$ cat src/rtl/wsc_pkg.sv
package wsc_pkg;
  typedef enum logic [1:0] {
    LK_CLOSED = 2'd0,
    LK_HALF   = 2'd1,
    LK_OPEN   = 2'd2
  } lock_e;

  localparam int unsigned ADDR_KEY    = 0;
  localparam int unsigned ADDR_CTRL   = 1;
  localparam int unsigned ADDR_LOWER  = 2;
  localparam int unsigned ADDR_UPPER  = 3;
  localparam int unsigned ADDR_WARN   = 4;
  localparam int unsigned ADDR_CFG    = 5;
  localparam int unsigned ADDR_SVC    = 6;
  localparam int unsigned ADDR_COUNT  = 7;
  localparam int unsigned ADDR_STATUS = 8;

  localparam int unsigned CFG_WARN_BIT = 8;
  localparam int unsigned CFG_AUTO_BIT = 12;

  localparam int unsigned KEY_FIRST = 1;
  localparam int unsigned KEY_SECOND = 2;
  localparam int unsigned KEY_CLOSE = 3;
endpackage

$ cat src/rtl/wsc_lock_fsm.sv
module wsc_lock_fsm
  import wsc_pkg::*;
#(
  parameter int DW = 32
) (
  input  logic          clk,
  input  logic          rst_n,
  input  logic          key_we,
  input  logic [DW-1:0] key_data,
  output lock_e         state_o,
  output logic          unlocked_o
);
  lock_e state_q, state_d;

  always_comb begin
    state_d = state_q;
    if (key_we) begin
      unique case (state_q)
        LK_CLOSED: state_d = (key_data == DW'(KEY_FIRST)) ? LK_HALF : LK_CLOSED;
        LK_HALF:   state_d = (key_data == DW'(KEY_SECOND)) ? LK_OPEN : LK_CLOSED;
        LK_OPEN:   state_d = (key_data == DW'(KEY_CLOSE)) ? LK_CLOSED : LK_OPEN;
        default:   state_d = LK_CLOSED;
      endcase
    end
  end

  always_ff @(posedge clk or negedge rst_n) begin
    if (!rst_n) state_q <= LK_CLOSED;
    else        state_q <= state_d;
  end

  assign state_o    = state_q;
  assign unlocked_o = (state_q == LK_OPEN);

  AST_OPEN_VIA_HALF: assert property (@(posedge clk) disable iff (!rst_n)
    (state_q == LK_OPEN && $past(state_q) != LK_OPEN) |-> $past(state_q) == LK_HALF);
  AST_CLOSE_KEY: assert property (@(posedge clk) disable iff (!rst_n)
    (state_q == LK_HALF && key_we && key_data != DW'(KEY_SECOND)) |=> state_q == LK_CLOSED);
endmodule

$ cat src/rtl/wsc_regs.sv
module wsc_regs
  import wsc_pkg::*;
#(
  parameter int CW = 16,
  parameter int DW = 32,
  parameter int AW = 4
) (
  input  logic          clk,
  input  logic          rst_n,
  input  logic          wr_en,
  input  logic [AW-1:0] wr_addr,
  input  logic [DW-1:0] wr_data,
  input  logic          unlocked,
  output logic          key_we,
  output logic          run_en,
  output logic [CW-1:0] lower_lim,
  output logic [CW-1:0] upper_lim,
  output logic [CW-1:0] warn_lim,
  output logic          warn_act,
  output logic          auto_svc,
  output logic          svc_we,
  output logic          cnt_we,
  output logic [CW-1:0] cnt_wdata,
  output logic          irq_clr
);
  logic          prot_ok;
  logic          run_q, warn_act_q, auto_q;
  logic [CW-1:0] lower_q, upper_q, warn_q;

  assign prot_ok  = wr_en && unlocked;
  assign key_we   = wr_en && (wr_addr == AW'(ADDR_KEY));
  assign irq_clr  = wr_en && (wr_addr == AW'(ADDR_STATUS)) && wr_data[0];
  assign svc_we   = prot_ok && (wr_addr == AW'(ADDR_SVC));
  assign cnt_we   = prot_ok && (wr_addr == AW'(ADDR_COUNT));
  assign cnt_wdata = wr_data[CW-1:0];

  always_ff @(posedge clk or negedge rst_n) begin
    if (!rst_n) begin
      run_q      <= 1'b0;
      lower_q    <= '0;
      upper_q    <= '1;
      warn_q     <= '0;
      warn_act_q <= 1'b0;
      auto_q     <= 1'b0;
    end else if (prot_ok) begin
      if (wr_addr == AW'(ADDR_CTRL))  run_q   <= wr_data[0];
      if (wr_addr == AW'(ADDR_LOWER)) lower_q <= wr_data[CW-1:0];
      if (wr_addr == AW'(ADDR_UPPER)) upper_q <= wr_data[CW-1:0];
      if (wr_addr == AW'(ADDR_WARN))  warn_q  <= wr_data[CW-1:0];
      if (wr_addr == AW'(ADDR_CFG)) begin
        warn_act_q <= wr_data[CFG_WARN_BIT];
        auto_q     <= wr_data[CFG_AUTO_BIT];
      end
    end
  end

  assign run_en    = run_q;
  assign lower_lim = lower_q;
  assign upper_lim = upper_q;
  assign warn_lim  = warn_q;
  assign warn_act  = warn_act_q;
  assign auto_svc  = auto_q;

  AST_LOCKED_HOLD: assert property (@(posedge clk) disable iff (!rst_n)
    !unlocked |=> ($stable(upper_q) && $stable(lower_q) && $stable(warn_q)
                   && $stable(run_q) && $stable(auto_q) && $stable(warn_act_q)));
endmodule

$ cat src/rtl/wsc_counter.sv
module wsc_counter #(
  parameter int CW = 16
) (
  input  logic          clk,
  input  logic          rst_n,
  input  logic          tick_en,
  input  logic          run_en,
  input  logic [CW-1:0] lower_lim,
  input  logic [CW-1:0] upper_lim,
  input  logic [CW-1:0] warn_lim,
  input  logic          warn_act,
  input  logic          auto_svc,
  input  logic          svc_we,
  input  logic          cnt_we,
  input  logic [CW-1:0] cnt_wdata,
  input  logic          irq_clr,
  output logic [CW-1:0] count_o,
  output logic          irq_o,
  output logic          fault_o
);
  logic [CW-1:0] cnt_q, cnt_d;
  logic          irq_q, irq_d, fault_q, fault_d, irq_set, adv;

  assign adv = tick_en && run_en;

  always_comb begin
    cnt_d   = cnt_q;
    fault_d = 1'b0;
    irq_set = 1'b0;
    if (svc_we) begin
      cnt_d   = '0;
      fault_d = (cnt_q < lower_lim);
    end else if (cnt_we) begin
      cnt_d = cnt_wdata;
    end else if (adv) begin
      if (cnt_q == upper_lim) begin
        cnt_d   = '0;
        fault_d = !auto_svc;
      end else begin
        cnt_d = cnt_q + 1'b1;
      end
      irq_set = warn_act && (cnt_d == warn_lim);
    end
    irq_d = irq_set ? 1'b1 : (irq_clr ? 1'b0 : irq_q);
  end

  always_ff @(posedge clk or negedge rst_n) begin
    if (!rst_n) begin
      cnt_q   <= '0;
      irq_q   <= 1'b0;
      fault_q <= 1'b0;
    end else begin
      cnt_q   <= cnt_d;
      irq_q   <= irq_d;
      fault_q <= fault_d;
    end
  end

  assign count_o = cnt_q;
  assign irq_o   = irq_q;
  assign fault_o = fault_q;

  AST_IRQ_STICKY: assert property (@(posedge clk) disable iff (!rst_n)
    (irq_q && !irq_clr) |=> irq_q);
  AST_FAULT_CAUSE: assert property (@(posedge clk) disable iff (!rst_n)
    $rose(fault_q) |-> ($past(svc_we) || $past(adv && !auto_svc)));
  AST_AUTO_NO_FAULT: assert property (@(posedge clk) disable iff (!rst_n)
    (adv && auto_svc && !svc_we && !cnt_we) |=> !fault_q);
  AST_CNT_HOLD: assert property (@(posedge clk) disable iff (!rst_n)
    (!adv && !svc_we && !cnt_we) |=> $stable(cnt_q));
  AST_SVC_CLEAR: assert property (@(posedge clk) disable iff (!rst_n)
    svc_we |=> cnt_q == '0);
endmodule

$ cat src/rtl/wsc_top.sv
module wsc_top
  import wsc_pkg::*;
#(
  parameter int CW = 16,
  parameter int DW = 32,
  parameter int AW = 4
) (
  input  logic          clk,
  input  logic          rst_n,
  input  logic          tick_en,
  input  logic          wr_en,
  input  logic [AW-1:0] wr_addr,
  input  logic [DW-1:0] wr_data,
  input  logic [AW-1:0] rd_addr,
  output logic [DW-1:0] rd_data,
  output logic          irq_o,
  output logic          fault_o,
  output logic [CW-1:0] count_o
);
  lock_e         lk_state;
  logic          unlocked, key_we, run_en, warn_act, auto_svc;
  logic          svc_we, cnt_we, irq_clr;
  logic [CW-1:0] lower_lim, upper_lim, warn_lim, cnt_wdata;

  wsc_lock_fsm #(.DW(DW)) u_lock (
    .clk(clk), .rst_n(rst_n), .key_we(key_we), .key_data(wr_data),
    .state_o(lk_state), .unlocked_o(unlocked)
  );

  wsc_regs #(.CW(CW), .DW(DW), .AW(AW)) u_regs (
    .clk(clk), .rst_n(rst_n), .wr_en(wr_en), .wr_addr(wr_addr), .wr_data(wr_data),
    .unlocked(unlocked), .key_we(key_we), .run_en(run_en),
    .lower_lim(lower_lim), .upper_lim(upper_lim), .warn_lim(warn_lim),
    .warn_act(warn_act), .auto_svc(auto_svc), .svc_we(svc_we), .cnt_we(cnt_we),
    .cnt_wdata(cnt_wdata), .irq_clr(irq_clr)
  );

  wsc_counter #(.CW(CW)) u_cnt (
    .clk(clk), .rst_n(rst_n), .tick_en(tick_en), .run_en(run_en),
    .lower_lim(lower_lim), .upper_lim(upper_lim), .warn_lim(warn_lim),
    .warn_act(warn_act), .auto_svc(auto_svc), .svc_we(svc_we), .cnt_we(cnt_we),
    .cnt_wdata(cnt_wdata), .irq_clr(irq_clr),
    .count_o(count_o), .irq_o(irq_o), .fault_o(fault_o)
  );

  always_comb begin
    rd_data = '0;
    unique case (rd_addr)
      AW'(ADDR_KEY):    rd_data = DW'(lk_state);
      AW'(ADDR_CTRL):   rd_data = DW'(run_en);
      AW'(ADDR_LOWER):  rd_data = DW'(lower_lim);
      AW'(ADDR_UPPER):  rd_data = DW'(upper_lim);
      AW'(ADDR_WARN):   rd_data = DW'(warn_lim);
      AW'(ADDR_CFG): begin
        rd_data[CFG_WARN_BIT] = warn_act;
        rd_data[CFG_AUTO_BIT] = auto_svc;
      end
      AW'(ADDR_COUNT):  rd_data = DW'(count_o);
      AW'(ADDR_STATUS): rd_data = DW'(irq_o);
      default:          rd_data = '0;
    endcase
  end

  AST_RESET_QUIET: assert property (@(posedge clk)
    !rst_n |=> (!fault_o && !irq_o));
endmodule

$ cat config.mk
export PLATFORM = sky130hd
export DESIGN_NAME = wsc_top
export DESIGN_NICKNAME = d
export VERILOG_FILES = /design/src/rtl/wsc_pkg.sv /design/src/rtl/wsc_lock_fsm.sv /design/src/rtl/wsc_regs.sv /design/src/rtl/wsc_counter.sv /design/src/rtl/wsc_top.sv
export SDC_FILE = /design/constraint.sdc
export NUM_CORES = 1
export LEC_CHECK = 0
export BUFFER_PORTS_ARGS = -buffer_cell sky130_fd_sc_hd__clkbuf_2
export CORE_AREA = 2 2 93 95
export DETAILED_ROUTE_END_ITERATION = 10
export DIE_AREA = 0 0 95 97
export HOLD_SLACK_MARGIN = 0.05
export PLACE_DENSITY_LB_ADDON = 0.05
export SLEW_MARGIN = 20
export SYNTH_ARGS = -nofsm -noshare
export SYNTH_HDL_FRONTEND = slang
export SYNTH_SLANG_ARGS = --single-unit
$ cat constraint.sdc
create_clock -name clk -period 4.6 [get_ports clk]
set_clock_uncertainty 0.05 [all_clocks]
set_input_delay 0.92 -clock clk [delete_from_list [all_inputs] [get_ports clk]]
set_output_delay 0.92 -clock clk [all_outputs]
set_load 0.02 [all_outputs]
# After elaboration in Yosys (flattened, before gate mapping)

Cells that the tools add are included.

Flip-flop bits (word level): 71
Output and inout bits: 50
Logic and storage cells: 78

Add/sub/neg operators: 1
Order comparisons: 1
Eq/ne operators: 22
Muxes and demuxes: 25
Reduce and logical (&&, ||, !) cells: 19

Operators by type and width:

| kind                  | number |
|---|---|
| $mux 16               | 7 |
| $eq 32x2->1 const B   | 2 |
| $pmux 8 s7            | 1 |
| $eq 16x16->1          | 2 |
| $eq 32x1->1 const B   | 1 |
| $eq 4x3->1 const B    | 7 |
| $pmux 3 s4            | 2 |
| $add 16x1->16 const B | 1 |
| $eq 4x2->1 const B    | 4 |
| $lt 16x16->1          | 1 |
| $mux 1                | 10 |
| $pmux 1 s5            | 2 |
| $reduce_and 2->1      | 5 |
| $eq 4x1->1 const B    | 2 |
| $eq 4x4->1 const B    | 2 |
| $logic_and 1x1->1     | 8 |
| $logic_not 4->1       | 2 |
| $pmux 2 s3            | 1 |
| $mux 2                | 2 |
| $reduce_bool 3->1     | 1 |
| $eq 2x1->1 const B    | 1 |
| $eq 2x2->1 const B    | 1 |
| $logic_not 2->1       | 1 |
| $reduce_bool 2->1     | 1 |
| $logic_not 1->1       | 1 |

# Depth between registers and ports, before layout

Gate-level depths: netlist of the first run.

Word-level depth: 11
Gate-level depth with buffers: 11
Gate-level depth less buffers: 9

# By module

From an unflattened synthesis of the first run, not the netlist that was laid out.

Cells, all modules: 545
Area, all modules: 5270.1 um^2

By module, submodules not included:

| module       | times used | cells an instance | area an instance (um^2) |
|---|---|---|---|
| wsc_regs     | 1          | 138               | 2199.6 |
| wsc_counter  | 1          | 288               | 2140.8 |
| wsc_top      | 1          | 96                | 747.0 |
| wsc_lock_fsm | 1          | 23                | 182.7 |

# Worst setup path after synthesis of the first run

OpenSTA, ideal clock, no wires.

Kind: input port to output port
Start: input port rd_addr[1]
End: output port rd_data[6]
Arrival: 2.294 ns
Setup slack: 1.336 ns
Stages: 5
Path buffers: 2
Cells stage by stage: clkbuf_1 nor4b_1 clkbuf_1 a22oi_1 nand2_1

Cells in the longest elaborated chain, start to end: 2
Elaborated cells between the ends (all ways): 8
Classes of those cells: 6 x eq/ne; 1 x mux; 1 x reduce/logical

Ends and longest elaborated chain:

| item                               | RTL line      | text |
|---|---|---|
| start: declaration                 | wsc_top.sv:14 | `input logic [AW-1:0] rd_addr,` |
| $eq 4x4->1 (tied with other cells) | wsc_top.sv:48 | `unique case (rd_addr)` |
| $pmux 8 s7 *                       | wsc_top.sv:48 |  |
| end: declaration                   | wsc_top.sv:15 | `output logic [DW-1:0] rd_data,` |

Every way passes the cells marked *; elsewhere a longest branch is shown, timed or not.

# Worst setup path after layout of the first run

Start: input port rd_addr[2]
End: output port rd_data[1]

The elaborated chain is that of the path after synthesis.

==> impl_metrics.yaml, run 1 <==
finish:
  final_common_cell: "clkbuf_2"
  finalNetCount: 650
  nFillCells: 659
  n_antenna_cell: 0
  layout_common_cells: "76 x clkbuf_2, 61 x nand2_1, 55 x dfrtp_1"
  syn2layout_area_growth_pct: 13.08
  final_core_util: 0.6717
  drive_gt1_frac: 0.2756
route:
  postRouteAntennaNets: 0
  routed_wl_mm: 14.03
  wl_per_cell_um: 20.04
  via_count: 4444
  firstDrtPassIters: 5
  routed_via_density: 6.349
  drc_errors: 0
  drt_iter0_markers: 294
floorplanning:
  rows: 33
  coreArea_um2: 8134
  die_h_um: 97
  dieArea_um2: 9215
  io_pins: 94
  die_w_um: 95
  start_util: 0.5941
worst_setup_path:
  cpPeakStageDelay_ns: 0.55
  crit_chain: "clkbuf_2 > nand2b_1 > nor3_2 > buf_4 > a22oi_1 > o21ai_0 > clkbuf_2"
  rr_worst_depth: 8
  cp.required_ns: 3.63
  critPathKind: "in2out"
  rrSetupSlack_ns: 1.55
  critPathTopFamily: "simple AND/OR/NAND/NOR gates"
  worstSetupStartpointType: "input port"
  crit_arrival_ns: 2.55
  cp-end-kind: "output port"
  cp.depth: 7
  worst-path-buf-inv: 3
  worst_path_max_delay_cell: "nor3_2"
  cpMostUsedCell: "clkbuf_2"
  crit_fanout: 8
clocking:
  clk_latency_ns: 0.35
  tritoncts: "built"
  cts_setup_buffers: 0
  clkSinkCount: 71
  cts_buffers: 9
  clk_transition_reported_paths_ns: 0.08
  cts_hold_buf: 0
  cts-root-buf: "clkbuf_8"
  clockBufferDepth: 2
  cts-resized-gates: 0
  ctsHtreeMaxLevel: 3
synth:
  synth_edf_count: 0
  synthArstFlopShare: 1.000
  ys_types: 59
  syn_inst: 525
  syn_area_um2: 4832
  synth_ff_type: "dfrtp_1"
  ys_seq_area_frac: 0.3718
  yosys_warnings: 0
  ys_ff_latch: 71
  avgSynthCellArea_um2: 9.204
global_routing:
  busiest_layer: "met2"
  grt_use_met1: 0.4509
  overflow: 0
  grt_use_met2: 0.4981
  met3_usage: 0.04907
  grt_max_degree: 37
  antenna_found_initial: 0
  grt_pass1_wl_mm: 22.49
  grt_pass1_vias: 4267
  grt_usage: 0.3202
timing:
  finalSetupViolCount: 0
  rsz0062_at_grt: "false"
  tightestPinTransition_ns: 1.089
  post-route-period-util: 0.7663
  fin_crit_ns: 3.525
  tns_ns: 0
  fin_ws_ns: 1.075
  whs_ns: 0.4786
  maxSlewViolCount: 0
  fmax_ghz: 0.2837
  maxSlewHeadroom: 0.2719
  hold_viol_final: 0
power_and_ir_drop:
  ir_worst_vdd_mv: 0.1967
  p_per_area_nw_per_um2: 235.4
  leakage_uw: 0.002596
min_path:
  hold_depth: 1
  min_path_type: "reg2reg"
place:
  io_buffers: 77
  gp_congestion: 0.9469
  hpwlAfterDp_mm: 9.997
  place_ws_ns: 1.092
run:
  cap_viol_max_count: 0
status:
  status: "finished clean"
[sequential cells by signal, indices dropped and copies added, names as in the netlist]
signal / count
u_regs.run_en: 1
u_cnt.count_o: 16
u_regs.upper_lim: 16
u_regs.warn_lim: 16
u_cnt.fault_o: 1
u_regs.auto_svc: 1
u_lock.state_o: 2
u_regs.lower_lim: 16
u_regs.warn_act: 1
u_cnt.irq_o: 1
[routing by layer]
| layer | share of wire | vias to the layer above | wire length [um] |
|---|---|---|---|
| li1 | - | 2018 | - |
| met1 | 0.43 | 2184 | 6028 |
| met2 | 0.47 | 212 | 6616 |
| met3 | 0.070 | 30 | 981 |
| met4 | 0.028 | 0 | 399 |
| met5 | 0 | - | 0 |
[cell type report]
type	instances	area [um^2]	share of cell area
Inverter	27	101.3	0.01855
Sequential cell	71	1797	0.3288
Multi-Input combinational cell	395	2759	0.5049
Clock buffer	11	141.4	0.02588
Clock inverter	5	81.33	0.01488
Tap cell	105	131.4	0.02404
Timing Repair Buffer	86	452.9	0.08289
[power breakdown]
group          internal (uW)  switching [uW]
logic                   24.4            65.5
registers                624   0.00000000920
clock network            321             251
[synthesized netlist by cell type (all sizes together) (2+ instances only)]
| master | count | share of area |
|---|---|---|
| a21oi | 15 | 0.016 |
| nand4 | 14 | 0.019 |
| mux2 | 35 | 0.082 |
| mux2i | 2 | 0.0041 |
| a21o | 7 | 0.011 |
| a211oi | 2 | 0.0031 |
| and3 | 4 | 0.0054 |
| nor2b | 4 | 0.0052 |
| nor3b | 3 | 0.0047 |
| inv | 27 | 0.021 |
| nor2 | 18 | 0.014 |
| nand2 | 61 | 0.047 |
| or3 | 2 | 0.0026 |
| o211a | 2 | 0.0041 |
| dfstp | 16 | 0.087 |
| nand4b | 3 | 0.0054 |
| dfrtp | 55 | 0.28 |
| a222oi | 3 | 0.0062 |
| o311ai | 4 | 0.0072 |
| buf | 28 | 0.038 |
| o21ai | 39 | 0.040 |
| o31ai | 2 | 0.0031 |
| nand3 | 12 | 0.015 |
| a221o | 2 | 0.0041 |
| nor4 | 12 | 0.020 |
| nor4b | 4 | 0.0072 |
| xor2 | 7 | 0.013 |
| a31oi | 5 | 0.0065 |
| ha | 16 | 0.041 |
| xnor2 | 32 | 0.058 |
| a22oi | 31 | 0.048 |
| o32ai | 3 | 0.0054 |
| clkbuf | 19 | 0.015 |
| a32oi | 3 | 0.0054 |
| nor3 | 13 | 0.013 |
| nand2b | 5 | 0.0065 |
[through the flow]
| stage | std cells | area [um^2] | total power, uW |
|---|---|---|---|
| floorplan | 540 | 4888 | 679.3 |
| global placement | 684 | 5233 | 723.3 |
| detailed placement | 684 | 5241 | 725.8 |
| CTS | 700 | 5464 | 1293 |
| global route | 700 | 5464 | 1335 |
| finish | 700 | 5464 | 1286 |
[logic make-up (layout without fill, tap and decap cells)]
group | Yosys count | in the layout | share of synthesized area
DFF | 71 | 71 | 0.3718
xor gates and xnor gates | 39 | 39 | 0.07069
and+or+nand+nor | 160 | 160 | 0.1745
buffers and inverters | 74 | 129 | 0.07431
AOI/OAI and AO/OA | 126 | 126 | 0.1761
other | 1 | 16 | 0.0007761
muxes | 38 | 38 | 0.09037
adders and majority gates | 16 | 16 | 0.04143
[worst paths after layout]
kind                                                    from                               end
worst max-delay path                              rd_addr[2]                        rd_data[1]
worst min-delay path             u_regs.auto_svc$_DFFE_PN0P_           u_cnt.fault_o$_DFF_PN0_
worst max register to register  u_cnt.count_o[0]$_DFFE_PN0P_           u_cnt.irq_o$_DFFE_PN0P_
worst min register to register   u_regs.auto_svc$_DFFE_PN0P_           u_cnt.fault_o$_DFF_PN0_
max in group asynchronous                              rst_n   u_regs.upper_lim[8]$_DFFE_PN1P_
min in group asynchronous                              rst_n  u_regs.lower_lim[11]$_DFFE_PN0P_
(Power assumes the default switching activity.)
==> run 2, diff against run 1 <==
--- a/config.mk
+++ b/config.mk
@@ -6,9 +6,9 @@
 export NUM_CORES = 1
 export LEC_CHECK = 0
 export BUFFER_PORTS_ARGS = -buffer_cell sky130_fd_sc_hd__clkbuf_2
-export CORE_AREA = 2 2 93 95
+export CORE_AREA = 2 2 96 98
 export DETAILED_ROUTE_END_ITERATION = 10
-export DIE_AREA = 0 0 95 97
+export DIE_AREA = 0 0 98 100
 export HOLD_SLACK_MARGIN = 0.05
 export PLACE_DENSITY_LB_ADDON = 0.05
 export SLEW_MARGIN = 20
==> constraint.sdc (replaced) <==
create_clock -name clk -period 3.53 [get_ports clk]
set_clock_uncertainty 0.05 [all_clocks]
set_input_delay 0.706 -clock clk [delete_from_list [all_inputs] [get_ports clk]]
set_output_delay 0.706 -clock clk [all_outputs]
set_load 0.02 [all_outputs]
==> run 2 against run 1 <==
Global-route usage fell by 2.6 points; hold slack lost 0.076 ns; die area increased by 6.3%; sequential power grew 30%; first-iteration DRC count grew 2.0%; count of clock-buffer cells in the layout increased by 2; critical path type is now reg2reg; critical endpoint is now u_cnt.irq_o$_DFFE_PN0P_; highest routed layer unchanged.
==> impl_metrics.yaml, run 2 (synthesis results as in run 1) <==
status:
  status: "finished clean"
worst_setup_path:
  rrSetupSlack_ns: 0.58
  r2r-start: "u_cnt.count_o[0]$_DFFE_PN0P_"
  cp-end-kind: "flop"
  r2r_end: "u_cnt.irq_o$_DFFE_PN0P_"
  crit_fanout: 13
  rr_worst_depth: 8
  critPathKind: "reg2reg"
  worstSetupStartpointType: "flop"
  cp.required_ns: 3.74
  crit_arrival_ns: 3.16
floorplanning:
  start_util: 0.5436
  dieArea_um2: 9800
  coreArea_um2: 8890
  io_pins: 94
  die_w_um: 98
  die_h_um: 100
  rows: 35
finish:
  nFillCells: 761
  drive_gt1_frac: 0.2764
  final_core_util: 0.6187
  layout_common_cells: "76 x clkbuf_2, 61 x nand2_1, 55 x dfrtp_1"
  syn2layout_area_growth_pct: 13.83
  n_antenna_cell: 0
  stdcell_area_um2: 5500
  final_common_cell: "clkbuf_2"
  finalNetCount: 652
clocking:
  clockBufferDepth: 2
  clk_latency_ns: 0.36
  cts_hold_buf: 0
  cts_buffers: 9
  clkSinkCount: 71
  cts-root-buf: "clkbuf_8"
  ctsHtreeMaxLevel: 3
  cts-resized-gates: 0
  tritoncts: "built"
  cts_setup_buffers: 0
  clk_transition_reported_paths_ns: 0.08
route:
  drc_errors: 0
  routed_via_density: 6.133
  wl_met1_mm: 6.211
  via_count: 4342
  dr.max_layer_used: "met4"
  postRouteAntennaNets: 0
  routed_wl_mm: 14.09
  drt_iter0_markers: 300
  dr_wl_met2_mm: 6.670
  wl_per_cell_um: 19.90
  wl_met3_um: 870
  firstDrtPassIters: 5
global_routing:
  grt_max_degree: 39
  overflow: 0
  antenna_found_initial: 0
  grt_usage: 0.2937
  grt_pass1_vias: 4150
  grt_pass1_wl_mm: 22.35
timing:
  maxSlewHeadroom: 0.3769
  fmax_ghz: 0.3386
  finalSetupViolCount: 0
  fin_ws_ns: 0.5770
  tns_ns: 0
  tightestPinTransition_ns: 0.9323
  hold_viol_final: 0
  fin_crit_ns: 2.953
  maxSlewViolCount: 0
  rsz0062_at_grt: "false"
  post-route-period-util: 0.8366
run:
  cap_viol_max_count: 0
place:
  gp_congestion: 0.9050
  placed_area_um2: 5276
  io_buffers: 77
  hpwlAfterDp_mm: 10.13
  place_ws_ns: 0.6495
power_and_ir_drop:
  power.total_uw: 1689
  ir_worst_vdd_mv: 0.1730
  leakage_uw: 0.002613
  p_per_area_nw_per_um2: 307.0
min_path:
  min_path_type: "in2async"
## run 2: cell count changes in the layout (fill, tap and decap cells not counted)
| cell | before | now |
|---|---|---|
| buf_4 | 9 | 10 |
| clkinv_4 | 1 | 0 |
| clkinvlp_4 | 1 | 0 |
| buf_12 | 0 | 1 |
| clkbuf_8 | 10 | 11 |
| clkbuf_1 | 1 | 2 |
## run 2: cell type report
type	count	area (um^2)	share of cell area
clock buffer	13	158.9	0.02889
clock inverter	3	65.06	0.01183
inverter	27	101.3	0.01843
multi-input combinational	395	2759	0.5016
sequential	71	1797	0.3267
tap	111	138.9	0.02525
timing repair buffer	88	480.5	0.08735
## run 2: per-stage QoR
step | cells | hold slack, ns
6_report | 708 | 0.4027
5_1_grt | 708 | 0.4745
4_1_cts | 708 | 0.4242
3_5_place_dp | 692 | 0.4587
3_3_place_gp | 692 | 0.4535
2_1_floorplan | 540 | 0.3604
## run 2: worst max path at each step
stage                                 start                 endpoint  cells after the start
2_1_floorplan                    rd_addr[1]               rd_data[6]                      5
3_3_place_gp   u_cnt.count_o[2]$_DFFE_PN0P_  u_cnt.irq_o$_DFFE_PN0P_                      8
3_5_place_dp   u_cnt.count_o[2]$_DFFE_PN0P_  u_cnt.irq_o$_DFFE_PN0P_                      8
4_1_cts        u_cnt.count_o[0]$_DFFE_PN0P_  u_cnt.irq_o$_DFFE_PN0P_                      8
5_1_grt        u_cnt.count_o[2]$_DFFE_PN0P_  u_cnt.irq_o$_DFFE_PN0P_                      8
6_report       u_cnt.count_o[0]$_DFFE_PN0P_  u_cnt.irq_o$_DFFE_PN0P_                      8
## run 2: critical path, cell delays in order, from the launching register on
cell     delay (ns)
dfrtp_1        0.61
ha_1           0.44
nand3_1        0.19
nor4_1         0.33
xor2_1         0.18
or4b_1         0.53
o21ai_1        0.09
mux2i_1        0.09
o41ai_2        0.34
## run 2: power by group
part	switching (uW)	internal, uW	total, uW
logic	84.1	33.3	117
registers	0.0000000101	814	814
clock network	321	437	758
## run 2: routing by layer
layer / vias to the layer above / GRT usage
met4: 0 / 0.1100
li1: 2010 / -
met5: - / 0
met3: 29 / 0.05501
met2: 198 / 0.4700
met1: 2105 / 0.4001
